==> src/rtl/stim_pkg.sv <==
package stim_pkg;
    typedef enum logic [2:0] {
        ST_IDLE,
        ST_PWRUP,
        ST_CATH,
        ST_GAP,
        ST_ANOD,
        ST_SHORT
    } stim_state_t;

    localparam logic [1:0] MODE_FULL = 2'd0;
    localparam logic [1:0] MODE_MID  = 2'd1;
endpackage

==> src/rtl/stim_wt_table.sv <==
module stim_wt_table #(
    parameter int N_STEPS = 16,
    parameter int WT_W    = 6,
    localparam int STEP_W = $clog2(N_STEPS)
) (
    input  logic              clk,
    input  logic              rst_n,
    input  logic              we,
    input  logic [STEP_W-1:0] wr_addr,
    input  logic [WT_W-1:0]   wr_data,
    input  logic [STEP_W-1:0] rd_addr,
    output logic [WT_W-1:0]   rd_data
);
    logic [WT_W-1:0] entry [N_STEPS];

    for (genvar i = 0; i < N_STEPS; i++) begin : g_entry
        always_ff @(posedge clk or negedge rst_n) begin
            if (!rst_n)
                entry[i] <= '1;
            else if (we && (wr_addr == STEP_W'(i)))
                entry[i] <= wr_data;
        end
    end

    assign rd_data = entry[rd_addr];
endmodule

==> src/rtl/stim_chan_order.sv <==
module stim_chan_order #(
    parameter int N_CH = 8,
    localparam int SEL_W = $clog2(N_CH),
    localparam int HALF_CH = N_CH / 2
) (
    input  logic [1:0]       mode,
    input  logic [SEL_W-1:0] slot,
    output logic [SEL_W-1:0] chan,
    output logic             last
);
    import stim_pkg::*;

    always_comb begin
        if (mode == MODE_FULL) begin
            chan = slot;
            last = (slot == SEL_W'(N_CH - 1));
        end else if (mode == MODE_MID) begin
            chan = (slot < SEL_W'(HALF_CH - 1)) ? slot : SEL_W'(slot + 1'b1);
            last = (slot == SEL_W'(N_CH - 3));
        end else begin
            chan = SEL_W'(slot << 1);
            last = (slot == SEL_W'(HALF_CH - 1));
        end
    end
endmodule

==> src/rtl/stim_dac_scale.sv <==
module stim_dac_scale #(
    parameter int WT_W  = 6,
    parameter int MAG_W = 6,
    parameter int DAC_W = 6,
    localparam int PROD_W = WT_W + MAG_W
) (
    input  logic [WT_W-1:0]  weight,
    input  logic [MAG_W-1:0] mag,
    output logic [DAC_W-1:0] code
);
    logic [PROD_W-1:0] prod;
    logic [PROD_W-1:0] shifted;

    always_comb begin
        prod    = PROD_W'(weight) * PROD_W'(mag);
        shifted = prod >> WT_W;
        if (shifted > PROD_W'({DAC_W{1'b1}}))
            code = '1;
        else
            code = shifted[DAC_W-1:0];
    end
endmodule

==> src/rtl/stim_seq.sv <==
module stim_seq #(
    parameter int N_CH    = 8,
    parameter int N_STEPS = 16,
    parameter int WT_W    = 6,
    parameter int MAG_W   = 6,
    parameter int DAC_W   = 6,
    parameter int CNT_W   = 4,
    localparam int SEL_W  = $clog2(N_CH),
    localparam int STEP_W = $clog2(N_STEPS),
    localparam int HALF   = N_STEPS / 2
) (
    input  logic                   clk,
    input  logic                   rst_n,
    input  logic                   frame_clk,
    input  logic [1:0]             chan_mode,
    input  logic                   gap_en,
    input  logic [CNT_W-1:0]       gap_len,
    input  logic [CNT_W-1:0]       short_len,
    input  logic                   wt_we,
    input  logic [STEP_W-1:0]      wt_addr,
    input  logic [WT_W-1:0]        wt_data,
    input  logic [N_CH*MAG_W-1:0]  mag_flat,
    output logic                   dac_pwr_en,
    output logic                   stim_en,
    output logic [SEL_W-1:0]       elec_sel,
    output logic                   cath_on,
    output logic                   anod_on,
    output logic                   short_on,
    output logic [DAC_W-1:0]       dac_code,
    output logic                   frame_overrun
);
    import stim_pkg::*;

    stim_state_t       st, st_n;
    logic [STEP_W-1:0] step, step_n;
    logic [CNT_W-1:0]  ivl, ivl_n;
    logic [SEL_W-1:0]  slot, slot_n;
    logic [1:0]        mode_q;
    logic              gap_q;
    logic [CNT_W-1:0]  gap_len_q, short_len_q;
    logic              frm_q, ovr_q, tick;
    logic [SEL_W-1:0]  chan;
    logic              last_slot;
    logic [WT_W-1:0]   weight;
    logic [MAG_W-1:0]  mag;
    logic [DAC_W-1:0]  scaled;

    assign tick = frame_clk & ~frm_q;

    stim_wt_table #(.N_STEPS(N_STEPS), .WT_W(WT_W)) wt_i (
        .clk     (clk),
        .rst_n   (rst_n),
        .we      (wt_we),
        .wr_addr (wt_addr),
        .wr_data (wt_data),
        .rd_addr (step),
        .rd_data (weight)
    );

    stim_chan_order #(.N_CH(N_CH)) ord_i (
        .mode (mode_q),
        .slot (slot),
        .chan (chan),
        .last (last_slot)
    );

    assign mag = mag_flat[chan*MAG_W +: MAG_W];

    stim_dac_scale #(.WT_W(WT_W), .MAG_W(MAG_W), .DAC_W(DAC_W)) scl_i (
        .weight (weight),
        .mag    (mag),
        .code   (scaled)
    );

    // State register, counters and frame configuration
    always_ff @(posedge clk or negedge rst_n) begin
        if (!rst_n) begin
            st          <= ST_IDLE;
            step        <= '0;
            ivl         <= '0;
            slot        <= '0;
            frm_q       <= 1'b0;
            ovr_q       <= 1'b0;
            mode_q      <= '0;
            gap_q       <= 1'b0;
            gap_len_q   <= '0;
            short_len_q <= '0;
        end else begin
            st    <= st_n;
            step  <= step_n;
            ivl   <= ivl_n;
            slot  <= slot_n;
            frm_q <= frame_clk;
            ovr_q <= tick && (st != ST_IDLE);
            if (st == ST_IDLE && tick) begin
                mode_q      <= chan_mode;
                gap_q       <= gap_en;
                gap_len_q   <= gap_len;
                short_len_q <= short_len;
            end
        end
    end

    // Next-state logic
    always_comb begin
        st_n   = st;
        step_n = step;
        ivl_n  = ivl;
        slot_n = slot;
        unique case (st)
            ST_IDLE: begin
                if (tick) begin
                    st_n   = ST_PWRUP;
                    step_n = '0;
                    slot_n = '0;
                end
            end
            ST_PWRUP: begin
                st_n   = ST_CATH;
                step_n = '0;
            end
            ST_CATH: begin
                step_n = STEP_W'(step + 1'b1);
                if (step == STEP_W'(HALF - 1)) begin
                    ivl_n = '0;
                    st_n  = gap_q ? ST_GAP : ST_ANOD;
                end
            end
            ST_GAP: begin
                ivl_n = CNT_W'(ivl + 1'b1);
                if (ivl == gap_len_q)
                    st_n = ST_ANOD;
            end
            ST_ANOD: begin
                step_n = STEP_W'(step + 1'b1);
                if (step == STEP_W'(N_STEPS - 1)) begin
                    ivl_n = '0;
                    st_n  = ST_SHORT;
                end
            end
            ST_SHORT: begin
                ivl_n = CNT_W'(ivl + 1'b1);
                if (ivl == short_len_q) begin
                    step_n = '0;
                    if (last_slot) begin
                        st_n   = ST_IDLE;
                        slot_n = '0;
                    end else begin
                        st_n   = ST_CATH;
                        slot_n = SEL_W'(slot + 1'b1);
                    end
                end
            end
        endcase
    end

    // Output logic
    always_comb begin
        dac_pwr_en    = 1'b0;
        stim_en       = 1'b0;
        elec_sel      = '0;
        cath_on       = 1'b0;
        anod_on       = 1'b0;
        short_on      = 1'b0;
        dac_code      = '0;
        frame_overrun = ovr_q;
        unique case (st)
            ST_IDLE: begin
            end
            ST_PWRUP: begin
                dac_pwr_en = 1'b1;
            end
            ST_CATH: begin
                dac_pwr_en = 1'b1;
                stim_en    = 1'b1;
                elec_sel   = chan;
                cath_on    = 1'b1;
                dac_code   = scaled;
            end
            ST_GAP: begin
                dac_pwr_en = 1'b1;
                stim_en    = 1'b1;
                elec_sel   = chan;
            end
            ST_ANOD: begin
                dac_pwr_en = 1'b1;
                stim_en    = 1'b1;
                elec_sel   = chan;
                anod_on    = 1'b1;
                dac_code   = scaled;
            end
            ST_SHORT: begin
                dac_pwr_en = 1'b1;
                stim_en    = 1'b1;
                elec_sel   = chan;
                short_on   = 1'b1;
            end
        endcase
    end
endmodule

==> config.mk <==
export PLATFORM = sky130hd
export DESIGN_NAME = stim_seq
export DESIGN_NICKNAME = d
export VERILOG_FILES = /design/src/rtl/stim_pkg.sv /design/src/rtl/stim_wt_table.sv /design/src/rtl/stim_chan_order.sv /design/src/rtl/stim_dac_scale.sv /design/src/rtl/stim_seq.sv
export SDC_FILE = /design/constraint.sdc
export NUM_CORES = 1
export LEC_CHECK = 0
export BUFFER_PORTS_ARGS = -buffer_cell sky130_fd_sc_hd__buf_2
export CAP_MARGIN = 20
export CORE_MARGIN = 5
export CORE_UTILIZATION = 40
export CTS_CLUSTER_DIAMETER = 50
export DETAILED_ROUTE_END_ITERATION = 8
export PLACE_DENSITY = 0.64
export SLEW_MARGIN = 20
export SYNTH_ARGS = -nofsm -noshare
export SYNTH_HDL_FRONTEND = slang
export SYNTH_HIERARCHICAL = 1
export SYNTH_SLANG_ARGS = --single-unit
==> constraint.sdc <==
create_clock -name clk -period 6.71 [get_ports clk]
set_input_delay 0.671 -clock clk [delete_from_list [all_inputs] [get_ports clk]]
set_output_delay 0.671 -clock clk [all_outputs]
set_load 0.02 [all_outputs]
==> flow_metrics.tcl <==
set metrics [dict create \
    fin_crit_sh_pct 96.5 \
    pwr-share-clk_pct 33.5 \
    die_x_um 149 \
    area_growth_pct 16.4 \
    cts_buffers 17 \
    maxSlewHeadroom_pct 44.8 \
    setup_viol 0 \
    drv_cap 0 \
    viasPerCell 5.41 \
    synth_fp_nets 716 \
    die_y_um 149 \
    gp_congestion 0.837 \
    max-vdd-ir-drop_mv 0.184 \
    n_fill_cell 1711 \
    ys_warn_count 6 \
    status "completed" \
    rsz0062_at_grt "yes" \
    num_vias 5161 \
    cts_sinks 123 \
    layout_commonest_cell "mux2_2" \
    postSynthCellCount 603 \
    reg2reg_from "st[1]$_DFFE_PN0P_" \
    p_seq_share_pct 38.6 \
    yosysTopAreaCellShare_pct 32.6 \
    critPathArrivalTime_ns 5.80 \
    grt_pass1_wl_um 28900 \
    fp.coreArea_um2 18900 \
    min_path_type "input pin to flop" \
    syn_area_um2 7740 \
    async_reset_ff_share_pct 100 \
    yosys.area.top_type "dfstp_2" \
    die_area_um2 22200 \
    drc 0 \
    layout-drive-gt1-share_pct 53.3 \
    dr.pass1.iters 6 \
    holdPathStages 1 \
    synth_ff_type "dfstp_2" \
    n_antenna_cell 0 \
    min_from "frame_clk" \
    num_rows 50 \
    finalNonFillerCells 954 \
    synthTopCellsByArea "dfstp_2, mux2_2, dfrtp_1, mux4_1, fa_1" \
    pin_count 88 \
    synth_edf_count 0 \
    crit_required_ns 6.04 \
    antenna_found_initial 0 \
    r2r_slack_ns 4.64 \
    critical_path.max_fanout 9 \
    worst_setup_path_start_kind "flop" \
    synth.distinct_cells 63 \
    place_area_um2 8360 \
    finalCoreUtilization_pct 47.7 \
    placed_cells 921 \
    power.switching_uw 787 \
    final_cell_mix "mux2_2, dfstp_2, buf_2, inv_1, nand2_1" \
    criticalPathCategory "flop to primary output" \
    dr.first_iter.drc_count 253 \
    fin_nets 794 \
    tritoncts "built" \
    p_int_mw 1.90 \
    fin_crit_ns 6.48 \
    skew_ns 0.00308 \
    cts_buffer_depth 2 \
    synth-seq-area-share_pct 41.3 \
    hold_viol_final 0 \
    power_frac_comb_pct 27.9 \
    tns_ns 0 \
    clk_latency_ns 0.41 \
    postCtsHoldBufs 0 \
    io_buffers 87 \
    wl_per_cell_um 18.5 \
    initial_core_util_pct 41.0 \
    syn_avg_cell_area_um2 12.8 \
    clock-root-buffer "clkbuf_16" \
    grt_pass1_vias 5546 \
    stdcell_area_um2 9010 \
    cellPowerDensity_nw_per_um2 298 \
    crit_path_end_kind "primary output" \
    worst_r2r_path_depth 4 \
    dp_hpwl_um 12700 \
    switching_share_pct 29.3 \
    finalWirelength_um 17700 \
    ant_nets 0 \
    yosys_register_bits 123 \
    grt_usage_pct 16.3 \
    htree_levels 4 \
    max_freq_ghz 0.154 \
    drv_slew 0 \
    grt_overflow 0 \
    p_leak_nw 3.87 \
    r2r_end "slot[2]$_DFFE_PN0P_" \
    holdPathEnd "frm_q$_DFF_PN0_" \
    grt_max_degree 66 \
    clk_pin_slew_ns 0.06 \
    worst-slew-pin-transition_ns 0.829 \
]
[timing repair]
item                       4_1_cts  5_1_grt
setup endpoints to repair        0        4
buffers inserted                 0        0
hold endpoints to repair         0        0
resized for setup                0       13
[state kept, by name (all words and copies together), names as in the netlist]
name / flops
mode_q: 2
wt_i/entry: 96
ivl: 4
frm_q: 1
slot: 3
short_len_q: 4
step: 4
st: 3
frame_overrun: 1
gap_q: 1
gap_len_q: 4
[routing by layer]
metal	vias to the layer above	global-route usage [%]	routed length [um]	share of wire, %
li1	2376	-	-	-
met1	2647	21.2	7880	45
met2	125	27.2	8720	49
met3	13	4.04	896	5.1
met4	0	4.62	166	0.94
met5	-	0	0	0
[cell families after synthesis]
family / after synthesis / share of synthesized area, %
AOI/OAI and AO/OA: 74 / 6.92
xor gates and xnor gates: 17 / 2.22
adders and majority gates: 40 / 8.02
buffers and inverters: 68 / 4.25
DFF: 123 / 41.3
muxes: 152 / 28.4
and+or+nand+nor: 129 / 8.89
[cells in the mapped netlist (all sizes together), types with 3 or more instances]
master    n
a31oi     7
mux2    114
o211ai    3
inv      35
mux4     36
o21ai    12
nor2b     5
xnor2     9
xor2      8
ha       24
a21oi    12
dfrtp    27
nand2    31
and3      7
nor2     17
dfstp    96
and2     26
nand4     4
nand3     8
nor3      9
nor3b     3
a22oi    13
clkbuf   13
a41oi     3
nand2b   11
a211oi    5
fa       16
nand3b    3
buf      20
[power groups by stage]
stage | Combinational, mW | Clock, mW | Sequential [mW]
after floorplan | 0.556 | 0 | 1.02
after global placement | 0.724 | 0 | 1.03
after detailed placement | 0.750 | 0 | 1.05
after CTS | 0.755 | 0.923 | 1.04
after global routing | 0.842 | 0.956 | 1.05
final | 0.748 | 0.900 | 1.04
[final cells by class]
type	count	area [um2]	area share (%)
Sequential cell	123	3200	35.6
Tap cell	260	325	3.61
Clock inverter	13	139	1.54
Clock buffer	19	443	4.92
Timing Repair Buffer	91	493	5.47
Multi-Input combinational cell	413	4270	47.4
Inverter	35	131	1.46
[per-stage QoR]
stage                     hold WS (ns)  setup slack, ns  power, mW
after global placement           0.495            0.630       1.76
final                            0.387            0.235       2.68
after CTS                        0.369           0.0241       2.71
after detailed placement         0.512            0.464       1.80
after floorplan                  0.375            0.794       1.58
after global routing             0.369          -0.0240       2.85
[worst max-delay path by stage]
stage	from	end	cells past startpoint
floorplan	slot[1]$_DFFE_PN0P_	dac_code[3]	20
CTS	slot[0]$_DFFE_PN0P_	dac_code[3]	19
global placement	slot[1]$_DFFE_PN0P_	dac_code[5]	19
finish	slot[0]$_DFFE_PN0P_	dac_code[3]	19
detailed placement	slot[0]$_DFFE_PN0P_	dac_code[5]	18
global route	mode_q[0]$_DFFE_PN0P_	dac_code[3]	19
[critical path: stages (launching register included)]
cell     delay, ns
dfrtp_2       0.50
ha_1          0.40
a31oi_4       0.25
o22a_4        0.22
mux4_2        0.30
mux2_2        0.34
and2_1        0.18
fa_1          0.50
fa_1          0.54
inv_1         0.05
fa_1          0.52
inv_1         0.04
ha_1          0.38
a21oi_2       0.18
o21ai_1       0.09
a211o_1       0.32
a21oi_2       0.16
xnor2_1       0.11
and3_1        0.16
buf_2         0.16
No activity file was read; power rests on OpenSTA's default activity.
